[src/rtl/unary_logic_unit.sv]
module unary_logic_unit (
  input  logic       clk,
  input  logic       rst_n,
  input  logic       in_valid,
  input  logic [3:0] op,
  input  logic [7:0] operand,
  input  logic [5:0] flags_in,
  output logic [7:0] result,
  output logic [5:0] flags_out,
  output logic       wr_en
);

  localparam logic [3:0] OP_DEC  = 4'h3;
  localparam logic [3:0] OP_DA   = 4'h4;
  localparam logic [3:0] OP_SRL  = 4'h5;
  localparam logic [3:0] OP_COM  = 4'h6;
  localparam logic [3:0] OP_RL   = 4'h9;
  localparam logic [3:0] OP_CLR  = 4'hB;
  localparam logic [3:0] OP_RRC  = 4'hC;
  localparam logic [3:0] OP_SRA  = 4'hD;
  localparam logic [3:0] OP_RR   = 4'hE;
  localparam logic [3:0] OP_SWAP = 4'hF;

  localparam int FC = 0;
  localparam int FZ = 1;
  localparam int FS = 2;
  localparam int FV = 3;
  localparam int FD = 4;
  localparam int FH = 5;

  logic       c_in, d_in, h_in;
  logic       lo_fix, hi_fix;
  logic [7:0] corr, da_res;
  logic [7:0] nxt_res;
  logic       nxt_c, nxt_v, hit;
  logic [5:0] nxt_flags;

  assign c_in = flags_in[FC];
  assign d_in = flags_in[FD];
  assign h_in = flags_in[FH];

  assign lo_fix = d_in ? h_in : (h_in | (operand[3:0] > 4'd9));
  assign hi_fix = d_in ? c_in : (c_in | (operand > 8'h99));
  assign corr   = {1'b0, hi_fix, hi_fix, 1'b0, 1'b0, lo_fix, lo_fix, 1'b0};
  assign da_res = d_in ? operand - corr : operand + corr;

  always_comb begin
    nxt_res = operand;
    nxt_c   = c_in;
    nxt_v   = flags_in[FV];
    hit     = 1'b1;
    case (op)
      OP_DEC: begin
        nxt_res = operand - 8'd1;
        nxt_v   = (operand == 8'h80);
      end
      OP_DA: begin
        nxt_res = da_res;
        nxt_c   = hi_fix;
      end
      OP_SRL: begin
        nxt_res = {1'b0, operand[7:1]};
        nxt_c   = operand[0];
      end
      OP_COM: begin
        nxt_res = ~operand;
        nxt_v   = 1'b0;
      end
      OP_RL: begin
        nxt_res = {operand[6:0], operand[7]};
        nxt_c   = operand[7];
      end
      OP_CLR:  nxt_res = 8'h00;
      OP_RRC: begin
        nxt_res = {c_in, operand[7:1]};
        nxt_c   = operand[0];
      end
      OP_SRA: begin
        nxt_res = {operand[7], operand[7:1]};
        nxt_c   = operand[0];
      end
      OP_RR: begin
        nxt_res = {operand[0], operand[7:1]};
        nxt_c   = operand[0];
      end
      OP_SWAP: nxt_res = {operand[3:0], operand[7:4]};
      default: hit = 1'b0;
    endcase
  end

  always_comb begin
    nxt_flags = flags_in;
    if (hit && op != OP_CLR) begin
      nxt_flags[FC] = nxt_c;
      nxt_flags[FZ] = (nxt_res == 8'h00);
      nxt_flags[FS] = nxt_res[7];
      nxt_flags[FV] = nxt_v;
    end
  end

  always_ff @(posedge clk) begin
    if (!rst_n) begin
      result    <= 8'h00;
      flags_out <= 6'h00;
      wr_en     <= 1'b0;
    end else begin
      wr_en <= in_valid & hit;
      if (in_valid) begin
        result    <= nxt_res;
        flags_out <= nxt_flags;
      end
    end
  end

  AST_IDLE_NO_WRITE: assert property (@(posedge clk) disable iff (!rst_n)
    !in_valid |=> (!wr_en && $stable(result) && $stable(flags_out)));

  AST_DH_KEPT: assert property (@(posedge clk) disable iff (!rst_n)
    in_valid |=> (flags_out[5:4] == $past(flags_in[5:4])));

  AST_DEC_OVERFLOW: assert property (@(posedge clk) disable iff (!rst_n)
    (in_valid && op == OP_DEC) |=> (flags_out[FV] == (result == 8'h7F)));

  AST_COM_CLEARS_V: assert property (@(posedge clk) disable iff (!rst_n)
    (in_valid && op == OP_COM) |=> !flags_out[FV]);

  AST_CLR_KEEPS_FLAGS: assert property (@(posedge clk) disable iff (!rst_n)
    (in_valid && op == OP_CLR) |=> (result == 8'h00 && flags_out == $past(flags_in) && wr_en));

  AST_ZERO_SIGN: assert property (@(posedge clk) disable iff (!rst_n)
    (in_valid && hit && op != OP_CLR) |=>
      (flags_out[FZ] == (result == 8'h00) && flags_out[FS] == result[7]));

  AST_UNKNOWN_PASS: assert property (@(posedge clk) disable iff (!rst_n)
    (in_valid && !hit) |=> (!wr_en && result == $past(operand) && flags_out == $past(flags_in)));

endmodule

[config.mk]
export PLATFORM = sky130hd
export DESIGN_NAME = unary_logic_unit
export DESIGN_NICKNAME = d
export VERILOG_FILES = /design/src/rtl/unary_logic_unit.sv
export SDC_FILE = /design/constraint.sdc
export NUM_CORES = 1
export LEC_CHECK = 0
export CORE_UTILIZATION = 45
export CTS_BUF_LIST = sky130_fd_sc_hd__clkbuf_4 sky130_fd_sc_hd__clkbuf_8 sky130_fd_sc_hd__clkbuf_16
export CTS_CLUSTER_SIZE = 25
export DETAILED_ROUTE_END_ITERATION = 8
export DONT_BUFFER_PORTS = 1
export GPL_TIMING_DRIVEN = 0
export PLACE_DENSITY_LB_ADDON = 0.12
export SYNTH_ARGS = -nofsm -noshare
export SYNTH_HDL_FRONTEND = slang
export SYNTH_SLANG_ARGS = --single-unit
[constraint.sdc]
create_clock -name clk -period 3.5 [get_ports clk]
set_input_delay 0.7 -clock clk [delete_from_list [all_inputs] [get_ports clk]]
set_output_delay 0.7 -clock clk [all_outputs]
set_load 0.02 [all_outputs]
==> impl_summary.md, run 1 <==
Outcome
The flow ran to the end, and the final reports show no timing, DRC or antenna violations.

Placement
Routability-driven placement finished with a final weighted congestion of 0.970. The number of port buffers is 0. The worst slack at placement is -601 ps. The sum of net half-perimeters after detailed placement is 4.72 mm.

Global route
The layer carrying the most global-route usage is met2. For met3 alone, demand over resource in global routing was 6.76%. The first global-routing pass estimated 9.92 mm of wire.

The pin count of the biggest net entering global routing is 11. Global routing used 29.1% of the available tracks across all layers. The total congestion overflow is 0.

The initial antenna violation count is 0. In the global route stage, met2 resource usage came out at a little under half. In the global route stage, met1 resource usage came out at 38.6%. The number of global-route vias before repair is 2020.

Timing
The final-report max-slew violation count is 0. The number of hold violations in the final report is 0. The routed design could run at a clock period as short as 3490 ps.

The slack of the critical path is around 9.1 ps. Final hold analysis gives a worst-case slack of around 600 ps. The worst max-slew margin expressed relative to the limit is roughly 54%.

The final setup violation count is 0. Of the available clock period, the critical path in the final layout requires 99.7%. Static timing analysis puts the maximum clock frequency at between 0.2 and 0.3 GHz. Setup repair after global routing could not meet its margin everywhere. The slew at the pin with the worst max-slew slack is roughly 670 ps. The clock arrives with 0 ps of skew.

Synth
The count of flip-flops with a built-in enable after synthesis is 0. The leading register cell type out of synthesis is sky130_fd_sc_hd__dfxtp_1. Sorting the synthesized cells by area gives the leading types as sky130_fd_sc_hd__dfxtp_1 15%, sky130_fd_sc_hd__ha_1 7.1%, sky130_fd_sc_hd__a21oi_1 6.4%. The average size of a mapped cell is 7.09 um2. The post-synthesis cell type with the largest combined area is sky130_fd_sc_hd__dfxtp_1. Summing every instance area after synthesis gives 1940 um2.

The count of state elements after synthesis is 15. When the netlist entered floorplanning its net count stood at between 300 and 400. The cell count after synthesis is approximately 270. Counting flops with an async set or reset pin after synthesis yields a share of 0%. The netlist uses between 60 and 70 different library cells. The Yosys step of the flow raised 0 warnings. The top-area cell type share of the netlist area is 15.5%. The share of the yosys chip area belonging to registers is 15.5%.

Setup path
Of all nets on the critical path, the largest fanout is 6. The critical path is of the primary input to register type. The critical path capture point type is a register. The critical path data arrival time is 3630 ps. STA classifies the critical path startpoint as a primary input. The endpoint required time on the critical path is 3640 ps.

CTS
After clock tree synthesis, the clock-pin slew on the worst setup and hold paths is 60 ps. The count of hold buffers inserted by post-cts repair is 0. The number of buffers added by the clock tree synthesis step is 3. The number of sinks handled by clock tree synthesis is 15. The clock network latency to the later pin of the worst-skew pair is 240 ps.

Clock tree synthesis selected as its root buffer the cell sky130_fd_sc_hd__clkbuf_8. The clock passes through at most 2 buffers. The number of levels in the clock H-tree is 1.

The clock tree from TritonCTS is done.

Flow run
The count of max-cap constraint violations is 0.

Die
The number of placement rows is 23. The die is 67.7 um wide. Pin placement for this block handled 36 I/O pins. The floorplan step set the die height to 67.7 um.

The core region is just over 4000 um2. The initial utilization of the core area, before any placement, comes to 47.9%. The floorplan step defined a die boundary enclosing 4580 um2.

Drt
The number of nets still failing antenna checks after routing is 0. The routed wire length is 6.61 mm. The residual DRC count is 0.

The detailed router finished its first iteration with 210 violations. The detail-routed net length per standard cell is between 15 and 20 um. The routed layout has roughly 2200 vias.

The first detailed-routing pass ran for 5 iterations. After detailed routing, the number of vias per cell comes to between 6 and 7.

Power and ir drop
The leakage power summed over all cells is 0.858 nW. For this design the ratio of total power to cell area is ~270 nW/um2. The worst voltage drop across the vdd grid is 0.000175 V.

Final layout
From synthesis to final layout, the design area changed by 21.4%. The most common cell after layout, fill and taps aside is sky130_fd_sc_hd__nor2_1. For this run, the post-layout net count is 328. In the layout the commonest cells are 25 x sky130_fd_sc_hd__nor2_1, 22 x sky130_fd_sc_hd__a21oi_1, 16 x sky130_fd_sc_hd__o21ai_0, 16 x sky130_fd_sc_hd__buf_4.

Cells with a size suffix above 1 make up between 20 and 25% of the layout. The number of antenna cells inserted is 0.

Worst hold path
The tightest min-delay check is of the register to register type.
==> synth_stat cells, drive strengths merged, types with 2 or more instances <==
| library cell | number |
|---|---|
| xor2 | 4 |
| mux2i | 7 |
| or3 | 2 |
| dfxtp | 15 |
| nor3b | 3 |
| a2111oi | 2 |
| xnor2 | 3 |
| nor4 | 2 |
| nor2 | 28 |
| buf | 10 |
| o21a | 3 |
| and3 | 5 |
| a221oi | 2 |
| inv | 9 |
| o41ai | 2 |
| clkbuf | 17 |
| o22ai | 6 |
| a22oi | 6 |
| o32a | 2 |
| nand3 | 5 |
| nand4 | 2 |
| or4 | 3 |
| o21ai | 18 |
| nor2b | 6 |
| ha | 11 |
| nand2 | 13 |
| and2 | 3 |
| o32ai | 2 |
| a21oi | 25 |
| or2 | 2 |
| o221ai | 2 |
| o2bb2ai | 2 |
| o211ai | 2 |
| nand2b | 10 |
| nor3 | 8 |
| a31oi | 4 |
| a211oi | 9 |
==> layout make-up <==
class	count	area [um2]
Sequential cell	15	300
Fill cell	403	1700
Timing Repair Buffer	16	120
Buffer	27	141
Inverter	10	41.3
Clock buffer	4	48.8
Multi-Input combinational cell	222	1640
Tap cell	50	62.6
==> per-stage QoR <==
| step | instance area [um2] | power (W) | setup TNS, ps | cells | util (%) |
|---|---|---|---|---|---|
| 5_1_grt | 2360 | 0.000673 | -227 | 344 | 58.1 |
| 3_5_place_dp | 2010 | 0.000436 | -1980 | 324 | 49.6 |
| 3_3_place_gp | 2010 | 0.000438 | -1900 | 324 | 49.6 |
| 2_1_floorplan | 1950 | 0.000386 | 0 | 274 | - |
| 4_1_cts | 2230 | 0.000608 | -3.04 | 340 | 54.9 |
| 6_report | 2360 | 0.000636 | 0 | 344 | 58.1 |
==> path summary, 6_finish.rpt <==
path,startpoint,endpoint,slack [ps],cells after the start
hold reg to reg,result[0],result[0],590,2
setup reg to reg,flags_out[1],flags_out[1],1980,4
setup / recovery,operand[1],result[7],9,19
hold / removal,result[0],result[0],590,2
==> state kept, by name (all words and copies together), names as in the netlist <==
name       count
flags_out      6
wr_en          1
result         8
==> layer usage <==
| layer | vias to the layer above | part of all wire (%) |
|---|---|---|
| li1 | 1060 | - |
| met1 | 1003 | 41 |
| met2 | 133 | 47 |
| met3 | 24 | 9.3 |
| met4 | 0 | 2.8 |
| met5 | - | 0 |
==> critical path: stages <==
cell,delay [ps]
sky130_fd_sc_hd__clkbuf_16,120
sky130_fd_sc_hd__clkinvlp_4,160
sky130_fd_sc_hd__ha_4,210
sky130_fd_sc_hd__o21bai_4,160
sky130_fd_sc_hd__a311oi_2,130
sky130_fd_sc_hd__nor3b_2,240
sky130_fd_sc_hd__nor2_2,60
sky130_fd_sc_hd__ha_1,270
sky130_fd_sc_hd__nand2_1,60
sky130_fd_sc_hd__o21ai_1,60
sky130_fd_sc_hd__ha_1,330
sky130_fd_sc_hd__o21ai_2,90
sky130_fd_sc_hd__nor2_2,60
sky130_fd_sc_hd__buf_4,140
sky130_fd_sc_hd__o22ai_4,110
sky130_fd_sc_hd__mux2i_2,320
sky130_fd_sc_hd__buf_4,180
sky130_fd_sc_hd__a21oi_2,40
sky130_fd_sc_hd__o21a_1,170
==> report_power, final <==
part / switching (W) / internal [W] / total (W)
clock network: 0.0000556 / 0.0000882 / 0.000144
logic: 0.000163 / 0.000123 / 0.000285
registers: 0.0000233 / 0.000184 / 0.000207
total: 0.000242 / 0.000395 / 0.000636
==> timing repair <==
item,in CTS,in global routing
pin swaps,11,18
endpoints found under the setup margin,4,4
gates resized for setup,13,22
setup buffers,12,5
==> kinds of logic (layout without fill, tap and decap cells) <==
| kind of cell | count (synthesis) | after routing | synth area share, % |
|---|---|---|---|
| muxes | 8 | 8 | 4.19 |
| xor gates and xnor gates | 7 | 7 | 3.16 |
| DFF | 15 | 15 | 15.5 |
| AOI/OAI and AO/OA | 98 | 98 | 34.9 |
| buffers and inverters | 37 | 57 | 7.92 |
| and+or+nand+nor | 97 | 97 | 26.3 |
| adders and majority gates | 12 | 12 | 8.12 |
Note: power is estimated with default switching activity, not from simulation.
==> run 2, diff against run 1 <==
CTS_BUF_LIST = sky130_fd_sc_hd__clkbuf_8   (was sky130_fd_sc_hd__clkbuf_4 sky130_fd_sc_hd__clkbuf_8 sky130_fd_sc_hd__clkbuf_16)
==> impl_summary.md, run 2 (same netlist as run 1, synthesis figures left out) <==
Outcome
The run finished with clean final reports.

Timing
The clock arrives with 0 ps of skew. Setup repair after global routing could not meet its margin everywhere. Setup violations remaining at the end of the flow were counted as 0. Of the available clock period, the critical path in the final layout requires 99.9%. The clock period could shrink to 3500 ps. The number of hold violations in the final report came to 0. The final-report max-slew violation count came to 0. For this run, the top clock speed supported by timing is 0.286 GHz. In this run the tightest slew margin relative to its limit is 52.0%. Hold timing on the final database bottoms out at a slack of 583 ps. The slew at the pin with the worst max-slew slack is 702 ps.

Final layout
The register with the most flip-flops in the layout has 8 of them. The layout has 403 filler cells. The fraction of layout instances using a drive strength above 1 is 21.1%.

In the final layout, the registers with the most flip-flops are result: 8 flops, flags_out: 6 flops, wr_en: 1 flops. In the layout the commonest cells are 25 x sky130_fd_sc_hd__nor2_1, 22 x sky130_fd_sc_hd__a21oi_1, 16 x sky130_fd_sc_hd__o21ai_0, 16 x sky130_fd_sc_hd__buf_4. Compared with the post-synthesis result, the final layout area differs by 21.2%. The most common cell after layout, fill and taps aside is sky130_fd_sc_hd__nor2_1. The fraction of the core area covered by cells at the end of the flow is between 50% and 60%. The final-stage net count is approximately 330. The most flop-heavy register is result.

The number of antenna cells inserted is 0.

Power and ir drop
Combinational logic burns 45.6% of the power. The register share of total power is 33.1%. The clock network power share is roughly a fifth. Across the VDD grid, the largest voltage drop is 0.000168 V.

The share of total power consumed by net switching is 38.6%. The power per unit of standard cell area is around 270 nW/um2. The internal power of the cells totals 0.000384 W. In this run the power spent charging and discharging nets is 0.000242 W. In this run the static leakage power is about 0.86 nW.

Placement
The HPWL after detailed placement is 4.72 mm. The global placer's final weighted congestion is slightly below 1. The number of port buffers is 0.

Setup path
The cell with the largest stage delay on the worst path is sky130_fd_sc_hd__ha_1. The worst setup path startpoint is operand[1]. The setup check on the worst reg-to-reg path leaves a slack of 1980 ps. The setup path with the least slack is of type primary input to register. The critical path capture point type is a register. STA classifies the critical path startpoint as a primary input.

The critical path data arrival time is around 3600 ps. The maximum net fanout on the critical path is 6. In this run the critical register-to-register path is launched from flags_out[1]. The number of cells on the worst reg-to-reg path is 4. The highest cell delay on the worst timing path is 330 ps.

The critical path goes through clkbuf_16, clkinvlp_4, ha_4, o21bai_4, a311oi_2, nor3b_2, nor2_2, ha_1, nand2_1, o21ai_1, ha_1, o21ai_2, nor2_2, buf_4, o22ai_4, mux2i_2, buf_4, a21oi_2, o21a_1. The endpoint required time on the critical path is 3640 ps. The capture point of the worst reg-to-reg path is flags_out[1].

Worst hold path
The end point of the worst hold path is result[0]. The path class of the tightest hold or removal check is register to register. The worst hold path begins at result[0]. The depth of the worst hold-timing path is 2.

Global route
Entering global routing, the biggest net connects 11 pins. The first global-routing pass estimated ~9.9 mm of wire. The number of global-route vias before repair is 2018. The global-route usage over all layers is 29.2%.

The initial antenna violation count is 0. The total congestion overflow is 0.

Drt
The first detailed-routing pass ran for 6 iterations. The number of nets still failing antenna checks after routing is 0. After detailed routing, the number of remaining DRC violations is 0.

The ratio of routed vias to standard cells is 6.56. After detailed routing, the average wire length per cell comes to 19.1 um. The routed wire length is 6.58 mm. The first routing iteration left 223 violations. The count of vias placed by the detailed router is between 2000 and 2500.

Die
The die covers 4580 um2. The vertical die dimension is ~68 um. The number of placement rows is 23.

The region available for standard cell placement spans 4060 um2. The number of placed I/O pins is 36. The horizontal extent of the die is 67.7 um. Once the floorplan was initialized, standard cells occupied 47.9% of the core.

CTS
In this run, CTS created clock tree buffers numbering 3. The maximum number of buffers from clock root to sink is 2. CTS built an H-tree with a depth of 1. The tree built by TritonCTS fans out to 15 sinks. The clock network latency to the later pin of the worst-skew pair is 240 ps. The clock tree root buffer cell is sky130_fd_sc_hd__clkbuf_8. The clock input transition at the sequential cells of the worst setup and hold paths is 60 ps. TritonCTS built the clock tree.

Flow run
The tool flagged a number of max-cap violations equal to 0.
run 2: power groups by stage:
stage	Clock [W]	Sequential, W	Combinational [W]
2_1_floorplan	0	0.000209	0.000177
3_3_place_gp	0	0.000211	0.000227
3_5_place_dp	0	0.000211	0.000225
4_1_cts	0.000135	0.000207	0.000254
5_1_grt	0.000145	0.000209	0.000308
6_report	0.000133	0.000207	0.000285
run 2: cell type report:
class / instances / area [um2] / area share (%)
multi-input combinational: 222 / 1640 / 69.8
inverter: 10 / 41.3 / 1.75
sequential: 15 / 300 / 12.8
tap: 50 / 62.6 / 2.66
buffer: 27 / 141 / 6.01
clock buffer: 3 / 41.3 / 1.75
timing repair buffer: 16 / 120 / 5.10
clock inverter: 1 / 3.75 / 0.159
run 2: per-stage QoR:
stage / power, W / area (um2) / setup WS, ps / cells / setup TNS (ps)
6_report: 0.000626 / 2350 / 2.91 / 344 / 0
3_5_place_dp: 0.000436 / 2010 / -601 / 324 / -1980
4_1_cts: 0.000597 / 2220 / -3.45 / 340 / -3.45
3_3_place_gp: 0.000438 / 2010 / -585 / 324 / -1900
5_1_grt: 0.000662 / 2350 / -76.9 / 344 / -209
2_1_floorplan: 0.000386 / 1950 / 34.4 / 274 / 0
run 2: routing by layer:
metal  track usage [%]  wire, um  vias to the layer above
li1                  -         -                     1059
met1              38.7      2670                     1017
met2              46.0      3020                      157
met3              6.76       698                       25
met4              9.04       190                        0
met5                 0         0                        -
run 2: timing repair:
action	4_1_cts	5_1_grt
pin swaps	11	18
endpoints found under the hold margin	0	0
endpoints found under the setup margin	4	4
setup buffers	12	5
hold buffers	0	0
gates resized for setup	13	22
run 2: worst max-delay path by stage:
| stage | to |
|---|---|
| floorplan | flags_out[1] |
| global placement | flags_out[1] |
| detailed placement | flags_out[1] |
| CTS | result[7] |
| global route | result[7] |
| finish | result[7] |
run 2: critical path, delay by kind of cell:
kind	cells	cell delay (ps)
multiplexers	1	330
adder cells (fa/ha/maj)	3	810
buffers and inverters	4	590
AO/OA/AOI/OAI	7	770
AND/OR/NAND/NOR	4	420
==> run 3, diff against run 2 <==
clock period = 4.33 ns   (was 3.5 ns; I/O delays follow)
==> impl_summary.md, run 3 (same netlist as run 1, synthesis figures left out) <==
Setup path
The start of the worst register-to-register path is flags_out[1]. The nature of the critical path startpoint is a primary input. The setup check on the worst reg-to-reg path leaves a slack of 2880 ps. The critical path capture point type is a register. Measured in cells, the most critical reg-to-reg path has a length of 4. The maximum net fanout on the critical path is 10. The worst setup path startpoint is operand[1]. The endpoint identified for the worst register-to-register timing path is flags_out[1]. The worst setup path is of the primary input to register kind. At the worst endpoint, the arrival time is 4280 ps. At the worst endpoint, the required time is 4490 ps.

Power and ir drop
IR analysis of the VDD net gives a maximum drop of approximately 0.00013 V. The leakage power summed over all cells is 0.761 nW. The power per unit of standard cell area is 227 nW/um2.

Global route
The number of global-route vias before repair is 1934. For met3 alone, demand over resource in global routing was 8.28%. The met2 capacity usage during global routing is 45.5%. The layer carrying the most global-route usage is met2. The global-route track usage on met1 is 40.9%. The initial antenna violation count is 0. The pin count of the biggest net entering global routing is 11.

The total congestion overflow is 0. Global routing used 30.1% of the available tracks. The first global-routing pass estimated 10.2 mm of wire.

Timing
The post-route worst hold slack is 571 ps. The slew at the pin with the worst max-slew slack is 681 ps. The number of hold violations in the final report is 0. The shortest clock period the worst path allows after layout is 4120 ps. Timing would allow up to 0.242 GHz.

Setup violations remaining at the end of the flow were counted as 0. The slack of the critical path is 206 ps. Dividing the final minimum period by the clock period gives 95.2%.

The worst clock skew on the final layout is 0 ps. Setup repair after global routing left no endpoint under its margin. In the final timing run, aggregate negative setup slack is 0 ps. The final-report max-slew violation count is 0. Headroom to the max-slew limit came out at around 53%.

CTS
The number of levels in the clock H-tree is 1. TritonCTS built the clock tree. The post-cts resize count is 0. Clock tree synthesis inserted a total of 3 buffers. The clock tree root buffer cell is sky130_fd_sc_hd__clkbuf_8. In this run the post-CTS setup repair buffer count came out at 0. In this run the deepest clock path goes through 2 buffers. The number of sinks handled by clock tree synthesis is 15. Clock latency on the worst-skew pair, taken at its later pin, is 250 ps.

The count of hold buffers inserted by post-cts repair is 0. The clock input transition at the sequential cells of the worst setup and hold paths is about 60 ps.

Worst hold path
The path category of the worst min-delay check is register to register. The worst hold path begins at flags_out[2]. For hold timing, the worst endpoint is flags_out[2]. The depth of the worst hold-timing path is 2.

Die
The die is 67.7 um tall. The area of the die is ~4600 um2. 36 I/O pins were placed. The number of placement rows is 23. The starting density of the core is a little under half. The placeable core area is 4060 um2. The floorplan step set the die width to 67.7 um.

Final layout
Relative to the synthesized area, the layout overhead comes to 5.67%. The number of flip-flops under the largest register name is 8. Leaving out fill and tap cells, the most frequent cell in the layout is sky130_fd_sc_hd__nor2_1. The number of antenna cells inserted is 0.

The most flop-heavy register is result. The fraction of layout instances using a drive strength above 1 is 7.55%. In the layout the commonest cells are 28 x sky130_fd_sc_hd__nor2_1, 25 x sky130_fd_sc_hd__a21oi_1, 18 x sky130_fd_sc_hd__o21ai_0. For this run, the number of standard cells in the final layout without fillers is 328. The largest registers in the layout are result: 8 flops, flags_out: 6 flops, wr_en: 1 flops. The net count of the finished layout is 312.

Flow run
The count of max-cap constraint violations is 0.

Placement
The global placer's final weighted congestion is 1.01. Input and output buffers added on the ports amount to 0. The total instance count after detailed placement is 324.

The wire-length estimate of the detail-placed layout is around 4.8 mm. Prior to clock tree synthesis, the placed netlist has a worst setup slack of -189 ps.

Outcome
The run finished with clean final reports.

Drt
The detail-routed net length per standard cell is 19.6 um. The final layout contains routed wiring with a total length of 6.43 mm. In the routed design, unresolved DRC markers number 0.

The count of nets left with antenna violations once routing finished came out at 0. The count of vias placed by the detailed router is between 2000 and 2500. The number of DRC markers in iteration 0 is 225.

The first detailed-routing pass took 6 iterations. In the routed layout, each cell is associated on average with a via count of approximately 6.6.
run 3: worst max path at each step:
stage	endpoint	slack, ps	depth (start not counted)
after global placement	flags_out[1]	-220	17
after detailed placement	flags_out[1]	-190	17
after CTS	flags_out[1]	30	17
after global routing	flags_out[1]	40	17
final	flags_out[1]	210	17
after floorplan	flags_out[1]	490	16
run 3: report_power, final:
| part | leakage, nW | internal, W | switching, W | total, W |
|---|---|---|---|---|
| Sequential | 0.124 | 0.000149 | 0.0000188 | 0.000167 |
| Clock | 0.0269 | 0.0000628 | 0.0000483 | 0.000111 |
| Combinational | 0.611 | 0.0000724 | 0.000115 | 0.000188 |
| Total | 0.761 | 0.000284 | 0.000182 | 0.000466 |
run 3: area by class of cell:
cell class              instances  area (um2)
plain buffers                  27         119
clock buffers                   3        41.3
clock inverters                 1        3.75
fillers                       422        2010
inverters                      10        37.5
multi-input cells             222        1490
flip-flops and latches         15         300
well taps                      50        62.6
run 3: worst max-delay path, stage by stage:
cell                       delay (ps)
sky130_fd_sc_hd__clkbuf_2         230
sky130_fd_sc_hd__inv_1            170
sky130_fd_sc_hd__ha_1             290
sky130_fd_sc_hd__o21bai_1         250
sky130_fd_sc_hd__a311oi_1         150
sky130_fd_sc_hd__nor3b_1          260
sky130_fd_sc_hd__nor2_1           100
sky130_fd_sc_hd__ha_1             280
sky130_fd_sc_hd__nand2_1           60
sky130_fd_sc_hd__o21ai_0           80
sky130_fd_sc_hd__ha_1             320
sky130_fd_sc_hd__o21ai_0           90
sky130_fd_sc_hd__nor2_1            80
sky130_fd_sc_hd__o22ai_1          200
sky130_fd_sc_hd__mux2i_1          400
sky130_fd_sc_hd__a21oi_1          130
sky130_fd_sc_hd__o41ai_2          320
run 3: stage by stage:
| stage | power, W | utilization, % | cell area, um2 |
|---|---|---|---|
| 3_3_place_gp | 0.000353 | 49.4 | 2000 |
| 2_1_floorplan | 0.000311 | - | 1940 |
| 5_1_grt | 0.000496 | 50.6 | 2050 |
| 3_5_place_dp | 0.000353 | 49.4 | 2000 |
| 6_report | 0.000466 | 50.6 | 2050 |
| 4_1_cts | 0.000463 | 50.5 | 2050 |
run 3: metal layers:
metal / share of wire [%] / wire length (um)
met5: 0 / 0
met1: 43 / 2790
met3: 9.9 / 637
met4: 3.1 / 201
met2: 44 / 2810
